$ cat src/rtl/kbd_latch_port.sv
module kbd_latch_port #(
  parameter int CHAR_W = 8,
  parameter int BUS_W  = 16,
  parameter int ADDR_W = 24
) (
  input  logic              clk,
  input  logic              rst_n,
  input  logic              src_stb,
  input  logic [CHAR_W-1:0] src_data,
  input  logic              bus_sel,
  input  logic              bus_rd,
  input  logic [ADDR_W-1:0] bus_addr,
  output logic [BUS_W-1:0]  bus_dout,
  output logic              bus_ack,
  output logic              irq,
  output logic              overrun
);
  localparam int PAD_W = BUS_W - CHAR_W;

  logic [CHAR_W-1:0] held;
  logic              pending, lost, ack_q;
  logic              hit;

  assign hit = bus_sel & bus_rd & bus_addr[ADDR_W-1];

  always_ff @(posedge clk) begin
    if (!rst_n) ack_q <= 1'b0;
    else        ack_q <= hit & ~ack_q;
  end

  always_ff @(posedge clk) begin
    if (!rst_n)       held <= '0;
    else if (src_stb) held <= src_data;
  end

  always_ff @(posedge clk) begin
    if (!rst_n)       pending <= 1'b0;
    else if (src_stb) pending <= 1'b1;
    else if (ack_q)   pending <= 1'b0;
  end

  always_ff @(posedge clk) begin
    if (!rst_n)                             lost <= 1'b0;
    else if (ack_q)                         lost <= 1'b0;
    else if (src_stb && pending)            lost <= 1'b1;
  end

  assign bus_dout = ack_q ? {{PAD_W{1'b0}}, held} : '0;
  assign bus_ack  = ack_q;
  assign irq      = pending;
  assign overrun  = lost;
endmodule

$ cat config.mk
export PLATFORM = sky130hd
export DESIGN_NAME = kbd_latch_port
export DESIGN_NICKNAME = d
export VERILOG_FILES = /design/src/rtl/kbd_latch_port.sv
export SDC_FILE = /design/constraint.sdc
export NUM_CORES = 1
export LEC_CHECK = 0
export BUFFER_PORTS_ARGS = -buffer_cell sky130_fd_sc_hd__buf_2
export CORE_MARGIN = 8
export CORE_UTILIZATION = 30
export CTS_CLUSTER_DIAMETER = 100
export DETAILED_ROUTE_END_ITERATION = 8
export PLACE_DENSITY = 0.72
export SKIP_LAST_GASP = 1
export SYNTH_ARGS = -nofsm -noshare
export SYNTH_HDL_FRONTEND = slang
export SYNTH_SLANG_ARGS = --single-unit
$ cat constraint.sdc
create_clock -name clk -period 1.5 [get_ports clk]
set_input_delay 0.3 -clock clk [delete_from_list [all_inputs] [get_ports clk]]
set_output_delay 0.3 -clock clk [all_outputs]
set_load 0.05 [all_outputs]
# After elaboration in Yosys (flattened, before gate mapping)
# Index checks and enable logic that the tools add are counted.
op_classes:
  n_addsub: 0
  n_mul: 0
  div_mod_pow: 0
  order_cmp: 0
  n_eq_ne: 0
  shifts: 0
  mux: 3
  bitwise_logic: 5
  reduce_logical: 3
op_table:
  columns: ["operator", "n"]
  rows:
  - ["two-way mux 8 bit", 1]
  - ["bitwise AND 1 bit", 3]
  - ["two-way mux 1 bit", 2]
  - ["NOT 1 bit", 2]
  - ["nonzero test 2 bit", 1]
  - ["OR reduction 2 bit", 1]
  - ["logical AND 1 bit", 1]
word_totals:
  ff_bits: 11
  latch_bits: 0
  ramBits: 0
  mem_bits_ro: 0
  in_bits: 37
  output_inout_bits: 19
  n_memories: 0

# Longest topological paths before layout
depth:
  word_depth: 3
  depth_mapped: 3
  depth_no_buf: 2

# Least setup slack after synthesis
# OpenSTA, ideal clock, no wires.
synth_timing:
  kind: "register -> output"
  start: "reg ack_q (netlist: bus_ack)"
  end: "out bus_dout[0]"
  arrival_ps: 1219
  t_required_ps: 1200
  setup_slack_ps: -19
  path_stages_with_launch: 2
  path_buffers: 0
  cell_sequence: "dfxtp_1 -> and2_1"
synth_between:
  elab_chain_len: 1
synth_lines:
  columns: ["item", "line_no", "source"]
  rows:
  - ["from (decl)", "21", "logic pending, lost, ack_q;"]
  - ["from (signal assigned)", "28", "else ack_q <= hit & ~ack_q;"]
  - ["two-way mux 8 bit", "48", "assign bus_dout = ack_q ? {{PAD_W{1'b0}}, held} : '0;"]
  - ["to (decl)", "13", "output logic [BUS_W-1:0] bus_dout,"]
# Every way passes these cells.

# Worst setup path after layout
layout_timing:
  start: "reg ack_q (netlist: bus_ack)"
  end: "out bus_dout[6]"
# Same word-level chain as after synthesis.

==> metrics <==
H-tree level count 1; DR WL/cell 11.7 µm; Die Ht 57.4 µm; grt total ovfl 0; CP Capture Type primary output; setup TNS 0 ns; r2r setup slk 0.74 ns; post-synth top area share 42.9%; Clock Path Buffers 2; Peak VDD IR 504 µV; Clock transition at path regs 0.06 ns; share of layout cells above drive strength 1 46.2%; number of synthesized register bits 11; Die Width 57.4 µm; CTS buffer count 3; synth top area cells dfxtp_1 43%, mux2i_1 16%, buf_4 12%; Post-CTS Setup Inserts 0; RSZ-0062 raised after global routing false; FMAX 711 MHz; Initial Utilization 30.7%; Hold Vio Cnt, Final 0; fin crit share 93.8%; Port Buffers 24; first-pass GRT wire length 1800 µm; Layout Nets 116; power per cell area 991 nW/µm²; initial antenna violation count 0; area growth from synthesis to layout 26.1%; synthesized area 513 µm²; worst r2r path cells 2; Post-DRT Antenna Nets 0; Final Max Slew Viols 0; Ys Warns 0; GP Congestion 0.614; Distinct cells, synth 12; register area share after synthesis 42.9%; Crit path arrival time 1.11 ns; Setup crit start kind flip-flop; total of max-cap violations 0; Tot GR Track Use 7.18%; WS Path Type reg -> out; clk root buf clkbuf_4; final number of setup-violating endpoints 0; Worst Hold Endpoint bus_ack$_SDFF_PN0_; Hold Slack 0.260 ns; most frequent cells in the layout 24 x buf_2, 10 x dfxtp_1, 9 x nor2b_1; DR vias/cell 4.21; cell depth of the worst min-delay path 3; Core Region 1670 µm²; n_diodes 0; DR iter-0 viols 1; status complete, no violations; crit path max fanout 11; Pre-antenna DRT Iters 3; Worst Hold Launch bus_rd; largest net degree at the start of global routing 12; I/O pin total 56; area leader, netlist dfxtp_1; Cells after Synth 52; fill cell count 180; post-route minimum period 1.41 ns; row cnt 15; Crit Reg-Reg Endpoint irq$_SDFFE_PN0P_; Avg Inst Size Synth 9.87 µm²; die area 3290 µm²; Detailed Route WL 1120 µm; vias in the first global route 409; commonest non-fill, non-tap cell in the layout buf_2; leakage 0.348 nW; Req. time, crit path 1.20 ns; DRC 0; Worst Skew 0.0000399 ns; CTS tree yes; Hold Crit Class in -> reg; total vias in the final route 400; FF-to-FF Start bus_ack$_SDFF_PN0_; clk_lat worst skew 0.26 ns; clock sinks 11
power by group:
part / leakage [nW] / internal (W) / total (W) / switching [W]
registers: 0.0913 / 0.000309 / 0.000318 / 0.00000915
logic: 0.242 / 0.0000368 / 0.000127 / 0.0000905
clock network: 0.0150 / 0.000103 / 0.000195 / 0.0000923
routing by layer:
| metal | GRT usage [%] | wire length, µm |
|---|---|---|
| met5 | 0 | 0 |
| met4 | 3.21 | 0 |
| met3 | 6.50 | 166 |
| met2 | 9.65 | 446 |
| met1 | 7.54 | 502 |
critical path, stage by stage, from the launching register on:
cell and delay, ns:
dfxtp_2 0.43, and2_2 0.17, buf_2 0.25
stage by stage:
stage | cell area, µm² | utilization [%] | worst slack (ns) | total power [W] | std cells
detailed placement | 619 | 37.1 | 0.240 | 0.000453 | 91
floorplan | 549 | - | 0.0893 | 0.000440 | 59
global placement | 619 | 37.1 | 0.266 | 0.000450 | 91
finish | 647 | 38.7 | 0.0928 | 0.000641 | 95
global route | 647 | 38.7 | 0.00457 | 0.000691 | 95
CTS | 647 | 38.7 | 0.0707 | 0.000657 | 95
cell usage after synthesis:
| cell | count |
|---|---|
| dfxtp_1 | 11 |
| mux2i_1 | 8 |
| conb_1 | 1 |
| nor2b_1 | 9 |
| a21oi_1 | 1 |
| o21a_1 | 1 |
| buf_4 | 8 |
| nor2_1 | 2 |
| nand3_1 | 1 |
| buf_6 | 1 |
| and2_1 | 8 |
| nand2b_1 | 1 |
kinds of logic after synthesis:
logic type | synth area share (%)
compound gates | 2.44
buf+inv | 13.9
flops | 42.9
mux | 15.6
other cells | 0.731
simple gates | 24.4
worst max-delay path by stage:
stage | start | endpoint | depth (start not counted) | slack (ns)
floorplan | bus_ack$_SDFF_PN0_ | bus_dout[0] | 1 | 0.09
detailed placement | bus_ack$_SDFF_PN0_ | bus_dout[3] | 2 | 0.24
global placement | bus_ack$_SDFF_PN0_ | bus_dout[2] | 2 | 0.27
CTS | bus_ack$_SDFF_PN0_ | bus_dout[3] | 2 | 0.07
global route | bus_ack$_SDFF_PN0_ | bus_dout[2] | 2 | 0.005
finish | bus_ack$_SDFF_PN0_ | bus_dout[6] | 2 | 0.09
what timing repair did:
item,in CTS,in global routing
gates resized for setup,1,0
hold buffers,0,0
setup endpoints to repair,8,0
area by class of cell:
class / count / area [µm²] / area share (%)
Multi-Input combinational cell: 39 / 258 / 39.8
Sequential cell: 11 / 221 / 34.2
Timing Repair Buffer: 24 / 120 / 18.6
Clock buffer: 4 / 26.3 / 4.06
Tap cell: 17 / 21.3 / 3.29
flip-flops by register name (all words and copies together) (netlist names):
register  flops
held          8
bus_ack       1
irq           1
overrun       1
(Power assumes the default switching activity.)
